`src/rtl/eit_pkg.sv`:
```
package eit_pkg;

   // Trigger codes held in each 4-bit configuration nibble
   localparam logic [3:0] TRIG_NONE = 4'd0;
   localparam logic [3:0] TRIG_RISE = 4'd1;
   localparam logic [3:0] TRIG_FALL = 4'd2;
   localparam logic [3:0] TRIG_BOTH = 4'd3;
   localparam logic [3:0] TRIG_HIGH = 4'd5;
   localparam logic [3:0] TRIG_LOW  = 4'd6;

   localparam int unsigned CODE_W = 4;

   // Byte offsets of the register words
   localparam int unsigned OFS_CFG  = 0;
   localparam int unsigned OFS_NODE = 4;
   localparam int unsigned OFS_PEND = 8;
   localparam int unsigned OFS_EN   = 12;

   // True when the code selects a level-following mode
   function automatic logic is_level(input logic [3:0] code);
      return (code == TRIG_HIGH) || (code == TRIG_LOW);
   endfunction

   // Trigger condition for one pin, given current and previous synchronized value
   function automatic logic trig_hit(input logic [3:0] code, input logic cur, input logic prv);
      case (code)
         TRIG_RISE: return cur & ~prv;
         TRIG_FALL: return ~cur & prv;
         TRIG_BOTH: return cur ^ prv;
         TRIG_HIGH: return cur;
         TRIG_LOW:  return ~cur;
         default:   return 1'b0;
      endcase
   endfunction

endpackage

```
`src/rtl/eit_sync.sv`:
```
module eit_sync #(
   parameter int unsigned W      = 6,
   parameter int unsigned STAGES = 2
) (
   input  logic         clk,
   input  logic         rst_n,
   input  logic [W-1:0] din,
   output logic [W-1:0] dout
);

   logic [W-1:0] stg [STAGES];

   for (genvar s = 0; s < STAGES; s++) begin : g_stage
      if (s == 0) begin : g_first
         always_ff @(posedge clk or negedge rst_n) begin
            if (!rst_n) stg[s] <= '0;
            else        stg[s] <= din;
         end
      end else begin : g_next
         always_ff @(posedge clk or negedge rst_n) begin
            if (!rst_n) stg[s] <= '0;
            else        stg[s] <= stg[s-1];
         end
      end
   end

   assign dout = stg[STAGES-1];

endmodule

```
`src/rtl/eit_detect.sv`:
```
module eit_detect
   import eit_pkg::*;
#(
   parameter int unsigned NUM_PINS = 6,
   localparam int unsigned CFG_W   = NUM_PINS * CODE_W
) (
   input  logic                clk,
   input  logic                rst_n,
   input  logic [NUM_PINS-1:0] pin_s,
   input  logic [CFG_W-1:0]    cfg,
   input  logic [NUM_PINS-1:0] clr,
   output logic [NUM_PINS-1:0] pend
);

   // Previous synchronized sample, for edge detection
   logic [NUM_PINS-1:0] prv;

   always_ff @(posedge clk or negedge rst_n) begin
      if (!rst_n) prv <= '0;
      else        prv <= pin_s;
   end

   for (genvar i = 0; i < NUM_PINS; i++) begin : g_pin
      logic [3:0] code;
      logic       hit;
      logic       pend_q;

      assign code = cfg[i*CODE_W +: CODE_W];
      assign hit  = trig_hit(code, pin_s[i], prv[i]);

      always_ff @(posedge clk or negedge rst_n) begin
         if (!rst_n) begin
            pend_q <= 1'b0;
         end else if (is_level(code)) begin
            // Level modes: the bit tracks the active level
            pend_q <= hit;
         end else begin
            // Edge or quiet modes: sticky; a new event outranks a clear
            pend_q <= hit | (pend_q & ~clr[i]);
         end
      end

      assign pend[i] = pend_q;
   end

endmodule

```
`src/rtl/eit_regs.sv`:
```
module eit_regs
   import eit_pkg::*;
#(
   parameter int unsigned NUM_PINS = 6,
   parameter int unsigned DATA_W   = 32,
   parameter int unsigned ADDR_W   = 4,
   localparam int unsigned CFG_W   = NUM_PINS * CODE_W
) (
   input  logic                clk,
   input  logic                rst_n,
   input  logic [ADDR_W-1:0]   reg_addr,
   input  logic                reg_wr,
   input  logic [DATA_W-1:0]   reg_wdata,
   input  logic [NUM_PINS-1:0] pend,
   output logic [CFG_W-1:0]    cfg,
   output logic [NUM_PINS-1:0] en,
   output logic [NUM_PINS-1:0] clr,
   output logic [DATA_W-1:0]   reg_rdata
);

   localparam logic [CFG_W-1:0] CFG_RST = {NUM_PINS{TRIG_LOW}};

   logic sel_cfg, sel_node, sel_pend, sel_en;
   logic unused_wbits;

   assign sel_cfg  = (reg_addr == ADDR_W'(OFS_CFG));
   assign sel_node = (reg_addr == ADDR_W'(OFS_NODE));
   assign sel_pend = (reg_addr == ADDR_W'(OFS_PEND));
   assign sel_en   = (reg_addr == ADDR_W'(OFS_EN));

   // Upper write bits have no storage behind them
   assign unused_wbits = ^{reg_wdata, sel_node};

   always_ff @(posedge clk or negedge rst_n) begin
      if (!rst_n) begin
         cfg <= CFG_RST;
         en  <= '0;
      end else if (reg_wr) begin
         if (sel_cfg) cfg <= reg_wdata[CFG_W-1:0];
         if (sel_en)  en  <= reg_wdata[NUM_PINS-1:0];
      end
   end

   // A zero written to a pending bit requests its clear
   assign clr = (reg_wr && sel_pend) ? ~reg_wdata[NUM_PINS-1:0] : '0;

   always_comb begin
      reg_rdata = '0;
      if (sel_cfg)       reg_rdata[CFG_W-1:0]    = cfg;
      else if (sel_pend) reg_rdata[NUM_PINS-1:0] = pend;
      else if (sel_en)   reg_rdata[NUM_PINS-1:0] = en;
   end

endmodule

```
`src/rtl/eit_unit.sv`:
```
module eit_unit
   import eit_pkg::*;
#(
   parameter int unsigned NUM_PINS    = 6,
   parameter int unsigned DATA_W      = 32,
   parameter int unsigned ADDR_W      = 4,
   parameter int unsigned SYNC_STAGES = 2
) (
   input  logic                clk,
   input  logic                rst_n,
   input  logic [NUM_PINS-1:0] pin_in,
   input  logic [ADDR_W-1:0]   reg_addr,
   input  logic                reg_wr,
   input  logic [DATA_W-1:0]   reg_wdata,
   output logic [DATA_W-1:0]   reg_rdata,
   output logic [NUM_PINS-1:0] irq_req
);

   localparam int unsigned CFG_W = NUM_PINS * CODE_W;

   if (NUM_PINS < 1 || CFG_W > DATA_W) begin : g_bad_pins
      $error("eit_unit: NUM_PINS must be at least 1 and its codes must fit DATA_W");
   end
   if (ADDR_W < 4) begin : g_bad_addr
      $error("eit_unit: ADDR_W must reach offset 0x0C");
   end
   if (SYNC_STAGES < 2) begin : g_bad_sync
      $error("eit_unit: SYNC_STAGES must be at least 2");
   end

   logic [NUM_PINS-1:0] pin_s_w;
   logic [CFG_W-1:0]    cfg_w;
   logic [NUM_PINS-1:0] en_w;
   logic [NUM_PINS-1:0] clr_w;
   logic [NUM_PINS-1:0] pend_w;

   eit_sync #(.W(NUM_PINS), .STAGES(SYNC_STAGES)) u_sync (
      .clk  (clk),
      .rst_n(rst_n),
      .din  (pin_in),
      .dout (pin_s_w)
   );

   eit_detect #(.NUM_PINS(NUM_PINS)) u_detect (
      .clk  (clk),
      .rst_n(rst_n),
      .pin_s(pin_s_w),
      .cfg  (cfg_w),
      .clr  (clr_w),
      .pend (pend_w)
   );

   eit_regs #(.NUM_PINS(NUM_PINS), .DATA_W(DATA_W), .ADDR_W(ADDR_W)) u_regs (
      .clk      (clk),
      .rst_n    (rst_n),
      .reg_addr (reg_addr),
      .reg_wr   (reg_wr),
      .reg_wdata(reg_wdata),
      .pend     (pend_w),
      .cfg      (cfg_w),
      .en       (en_w),
      .clr      (clr_w),
      .reg_rdata(reg_rdata)
   );

   always_ff @(posedge clk or negedge rst_n) begin
      if (!rst_n) irq_req <= '0;
      else        irq_req <= pend_w & en_w;
   end

endmodule

```
`config.mk`:
```
export PLATFORM = sky130hd
export DESIGN_NAME = eit_unit
export DESIGN_NICKNAME = d
export VERILOG_FILES = /design/src/rtl/eit_pkg.sv /design/src/rtl/eit_sync.sv /design/src/rtl/eit_detect.sv /design/src/rtl/eit_regs.sv /design/src/rtl/eit_unit.sv
export SDC_FILE = /design/constraint.sdc
export NUM_CORES = 1
export LEC_CHECK = 0
export ABC_AREA = 1
export BUFFER_PORTS_ARGS = -buffer_cell sky130_fd_sc_hd__buf_2
export CAP_MARGIN = 25
export CORE_MARGIN = 2
export CORE_UTILIZATION = 57
export CTS_BUF_LIST = sky130_fd_sc_hd__clkbuf_16
export DETAILED_ROUTE_END_ITERATION = 6
export HOLD_SLACK_MARGIN = 0.15
export PLACE_DENSITY = 0.85
export SLEW_MARGIN = 5
export SYNTH_ARGS = -nofsm -noshare
export SYNTH_HDL_FRONTEND = slang
export SYNTH_HIERARCHICAL = 1
export SYNTH_SLANG_ARGS = --single-unit
```
`constraint.sdc`:
```
create_clock -name clk -period 1.94 [get_ports clk]
set_input_delay 0.097 -clock clk [delete_from_list [all_inputs] [get_ports clk]]
set_output_delay 0.097 -clock clk [all_outputs]
set_load 0.03 [all_outputs]
```
==> flow_metrics.tcl, run 1 <==
set metrics [dict create \
    io_buffers 66 \
    dr.pass1.iters 5 \
    vias 3032 \
    nets 550 \
    htree_levels 3 \
    power_mw 4.12 \
    clockBufferDepth 2 \
    ff2ff_setup_slack_ps 640 \
    startpoint "reg_addr[2]" \
    clkLatencyLatePin_ps 320 \
    drtAntennaViolNets 0 \
    final_util_pct 75.2 \
    path_class "primary input to output port" \
    antenna_found_initial 0 \
    overflow 0 \
    busiest_layer "met2" \
    fin_crit_sh_pct 72.9 \
    r2r_end "u_detect/g_pin[4].pend_q$_DFF_PN0_" \
    synth_top_area_share_pct 37.3 \
    crit_path_end "reg_rdata[11]" \
    ys.flop_type "dfrtp_1" \
    synthTopCellsByArea "dfrtp_1 (37%), nand2_1 (11%), dfstp_2 (9.8%)" \
    path_clk_slew_ps 60 \
    cts_hold_repair.buffers 33 \
    hold_path_class "primary input to register" \
    synthDistinctLibCells 19 \
    yosysTopAreaCell "dfrtp_1" \
    maxSlewViolCount 0 \
    setup_tns_ps 0 \
    power_density_nw_per_um2 1000 \
    setup_violations 0 \
    async_reset_ff_share_pct 100 \
    layout-drive-gt1-share_pct 21.7 \
    worst_pin_slew_ps 641 \
    cts_resized 0 \
    drtIter0Drc 296 \
    clock-sinks 60 \
    hold_viol 0 \
    rows 27 \
    numCtsBuffers 9 \
    grtUsageTotal_pct 27.6 \
    cts_tree "done" \
    start_util_pct 58.8 \
    skew_ps 7.16 \
    rr_worst_depth 5 \
    status "finished, final reports clean" \
    postCtsSetupBuffers 0 \
    period_needed_ps 1410 \
    fp.dieW_um 79.1 \
    synth_edf_count 0 \
    place.gp.congestion 0.833 \
    cp.required_ps 1840 \
    avgSynthCellArea_um2 7.90 \
    crit_arrival_ps 1320 \
    ios 83 \
    die_area_um2 6260 \
    worstPathMaxFanout 18 \
    use_met1_pct 32.4 \
    dp_hpwl_mm 4.96 \
    grt_pass1_wl_mm 13.3 \
    drc_errors 0 \
    whs_path_depth 4 \
    use_met3_pct 5.23 \
    relSlewSlack_pct 57.3 \
    netlist_instances 407 \
    grt_max_degree 53 \
    antenna_cells 0 \
    cp-start-kind "primary input" \
    die_y_um 79.1 \
    routed_via_density 5.32 \
    grt_use_met2_pct 47.0 \
    cts_root_buffer "clkbuf_16" \
    rr_startpoint "u_sync/dout[4]$_DFF_PN0_" \
    yosysMostFrequentCell "nand2_1" \
    fmax_mhz 707 \
    routedWlPerCell_um 13.9 \
    seq_area_frac_synth_pct 47.1 \
    rsz0062_at_grt "false" \
    end_kind "output port" \
    ys_ff_latch 60 \
    ir_worst_vdd_v 0.000604 \
    maxCapViolations 0 \
    fp.coreArea_um2 5470 \
    grt_pass1_vias 2944 \
    yosysWarningCount 6 \
    syn_area_um2 3220 \
    synthTopCellsByCount "nand2_1 (95), inv_1 (61), dfrtp_1 (48), nor2_1 (40)" \
    p_leak_nw 2.23 \
    drt_wl_total_mm 7.92 \
    area_growth_syn_to_layout_pct 28.0 \
]
==> sequential cells by signal, summed over array words and instances, names as in the netlist <==
register	cells
u_regs/cfg	24
u_detect/prv	6
u_sync/dout	6
u_sync/stg	6
irq_req	6
u_detect/g_pin.pend_q	6
u_regs/en	6
==> power breakdown <==
part | switching [mW] | total, mW | internal, mW
combinational | 0.521 | 0.836 | 0.315
clock | 0.536 | 1.51 | 0.973
sequential | 0.238 | 1.77 | 1.53
==> logic make-up after synthesis <==
group,after synthesis,share of synthesized area (%)
simple gates,202,28.0
buf+inv,98,14.4
flops,60,47.1
compound gates,34,5.76
fa+ha+maj,12,4.67
other cells,1,0.117
==> worst min-delay path by stage <==
stage | to | start | slack (ps)
2_1_floorplan | irq_req[0]$_DFF_PN0_ | rst_n | -200
3_3_place_gp | u_sync/stg[11]$_DFF_PN0_ | rst_n | 150
3_5_place_dp | u_sync/stg[11]$_DFF_PN0_ | rst_n | 160
4_1_cts | u_regs/cfg[11]$_DFFE_PN0P_ | reg_addr[3] | 160
5_1_grt | u_regs/cfg[11]$_DFFE_PN0P_ | reg_addr[3] | 200
6_report | u_regs/cfg[11]$_DFFE_PN0P_ | reg_addr[3] | 170
==> metrics by stage <==
| stage | hold slack (ps) | cell area, um^2 | worst slack, ps | cells |
|---|---|---|---|---|
| after floorplan | -199 | 3240 | 796 | 414 |
| after global placement | 146 | 3500 | 533 | 521 |
| after detailed placement | 156 | 3500 | 475 | 521 |
| after CTS | 156 | 4120 | 551 | 570 |
| after global routing | 200 | 4120 | 460 | 570 |
| final | 172 | 4120 | 526 | 570 |
==> area by class of cell <==
| type | count | area, um^2 |
|---|---|---|
| fillers | 395 | 1360 |
| clock inverters | 7 | 58.8 |
| multi-input cells | 256 | 1270 |
| repair buffers | 104 | 723 |
| flip-flops and latches | 60 | 1520 |
| well taps | 72 | 90.1 |
| inverters | 62 | 233 |
| clock buffers | 9 | 225 |
==> worst max-delay path, cell delays in order <==
cell	delay, ps
buf_2	120
nor2_2	340
nand2_2	340
nor2_1	190
buf_2	220
==> layout by cell type, fill, tap and decap left out <==
cell type	count
dfstp_2	12
a21oi_2	4
nand3_1	30
nand2_1	95
nor2_2	2
nor2_1	40
clkinv_2	2
dlygate4sd3_1	33
nor2_4	1
buf_2	66
a21oi_1	14
buf_12	2
nand4_1	30
clkinvlp_4	1
dfrtp_1	48
inv_1	62
clkinv_1	2
inv_2	1
o21ai_0	16
buf_4	3
clkbuf_16	9
ha_1	12
nand3_2	3
bufinv_16	1
conb_1	8
nand2_2	1
==> metal layers <==
layer | share of wire [%] | up-vias
met3 | 6.6 | 27
li1 | - | 1440
met5 | 0 | -
met2 | 52 | 134
met4 | 2.6 | 0
met1 | 39 | 1431
No activity file was read; power rests on OpenSTA's default activity.
==> inputs of run 2 (changes only) <==
- CORE_UTILIZATION: 57 -> 48
- PLACE_DENSITY: 0.85 -> 0.76
- clock period: 1.94 -> 1.2 ns (I/O delays scaled with it)
==> flow_metrics.tcl, run 2 (synthesis gave the netlist of run 1 again) <==
set metrics [dict create \
    violations "design-rule violations, negative setup slack" \
    htree_levels 3 \
    whs_path_depth 3 \
    cp.required_ps 1140 \
    highest_layer "met4" \
    mostFrequentLayoutCell "nand2_1" \
    cts_tree "done" \
    routed-wl-met2_mm 4.80 \
    grt_pass1_vias 3114 \
    setup_violations 11 \
    drt_wl_total_mm 9.54 \
    maxCapViolations 0 \
    crit_arrival_ps 1170 \
    regMostFlops "u_regs/cfg" \
    path_clk_slew_ps 60 \
    clock-sinks 60 \
    clockBufferDepth 2 \
    area_growth_syn_to_layout_pct 50.4 \
    ios 83 \
    drtAntennaViolNets 0 \
    die_area_um2 7370 \
    routed_via_density 5.25 \
    grtUsageTotal_pct 25.5 \
    start_util_pct 50.1 \
    fp.coreArea_um2 6420 \
    maxSlewViolCount 0 \
    io_buffers 66 \
    nets 604 \
    setup_tns_ps -125 \
    skew_ps 7.33 \
    routedWlPerCell_um 15.2 \
    layout_common_cells "nand2_1 (95), buf_4 (54), buf_2 (46)" \
    fin_ws_ps -29.1 \
    fin_crit_sh_pct 102 \
    hold_path_class "primary input to register" \
    hold_viol 0 \
    dp_hpwl_mm 5.06 \
    cts_root_buffer "clkbuf_16" \
    period_needed_ps 1230 \
    antenna_found_initial 0 \
    place.gp.congestion 0.894 \
    path_class "register to output port" \
    power_mw 7.43 \
    largest_register_ff_count 24 \
    fp.dieW_um 85.9 \
    vias 3305 \
    drc_errors 7 \
    rows 29 \
    rr_worst_depth 6 \
    power_density_nw_per_um2 1540 \
    timing.hold.ws_ps 96.2 \
    cp-start-kind "register" \
    status "finished with violations" \
    antenna_cells 0 \
    grt_max_degree 61 \
    grt_pass1_wl_mm 14.5 \
    layout-drive-gt1-share_pct 39.7 \
    drtIter0Drc 237 \
    met1_length_mm 3.72 \
    ir_worst_vdd_v 0.000972 \
    worstPathMaxFanout 2 \
    dr.pass1.iters 7 \
    end_kind "output port" \
    overflow 0 \
    wl_met3_um 688 \
    die_y_um 85.9 \
    clkLatencyLatePin_ps 330 \
    p_leak_nw 2.55 \
    numCtsBuffers 9 \
    fmax_mhz 814 \
    rsz0062_at_grt "true" \
]
-- run 2: power breakdown --
part	internal (mW)	total, mW	switching [mW]
clock	1.59	2.51	0.921
combinational	0.942	2.11	1.17
sequential	2.48	2.81	0.321
total	5.02	7.43	2.41
-- run 2: worst max-delay path, cell delays in order (launching register included) --
cell and delay, ps:
dfstp_2 560, inv_2 30, nor2_1 80, buf_4 170
-- run 2: area by class of cell --
type,count,area [um^2]
Clock buffer,9,225
Inverter,62,238
Tap cell,77,96.3
Fill cell,411,1590
Clock inverter,7,67.6
Sequential cell,60,1530
Timing Repair Buffer,158,1250
Multi-Input combinational cell,256,1430
-- run 2: final timing paths --
kind | slack, ps | end | from
setup / recovery | -30 | reg_rdata[21] | u_regs/cfg[21]$_DFFE_PN1P_
min in group asynchronous | 260 | u_sync/stg[11]$_DFF_PN0_ | rst_n
max in group asynchronous | 620 | u_regs/cfg[1]$_DFFE_PN1P_ | rst_n
setup reg to reg | -10 | u_detect/g_pin[4].pend_q$_DFF_PN0_ | u_sync/dout[4]$_DFF_PN0_
hold / removal | 100 | u_regs/cfg[21]$_DFFE_PN1P_ | reg_wr
hold reg to reg | 350 | u_sync/dout[2]$_DFF_PN0_ | u_sync/stg[8]$_DFF_PN0_
-- run 2: metal layers --
metal  up-vias  GRT usage [%]
li1       1545              -
met1      1551           30.3
met2       171           43.5
met3        38           7.41
met4         0           9.81
met5         -              0
-- run 2: per-stage QoR --
step	setup slack (ps)	area [um^2]	utilization [%]	instances
2_1_floorplan	56.5	3240	-	414
6_report	-29.1	4840	75.3	629
3_5_place_dp	-41.0	3580	55.8	536
5_1_grt	-70.7	4840	75.3	629
4_1_cts	-26.3	4500	70.1	611
3_3_place_gp	10.7	3580	55.8	536
-- run 2: timing repair --
action | CTS | global route
endpoints found under the hold margin | 100 | 0
gates resized for setup | 33 | 80
buffers inserted | 20 | 23
gates cloned | 0 | 0
hold buffers | 39 | 0
setup endpoints to repair | 28 | 36
pin swaps | 11 | 26
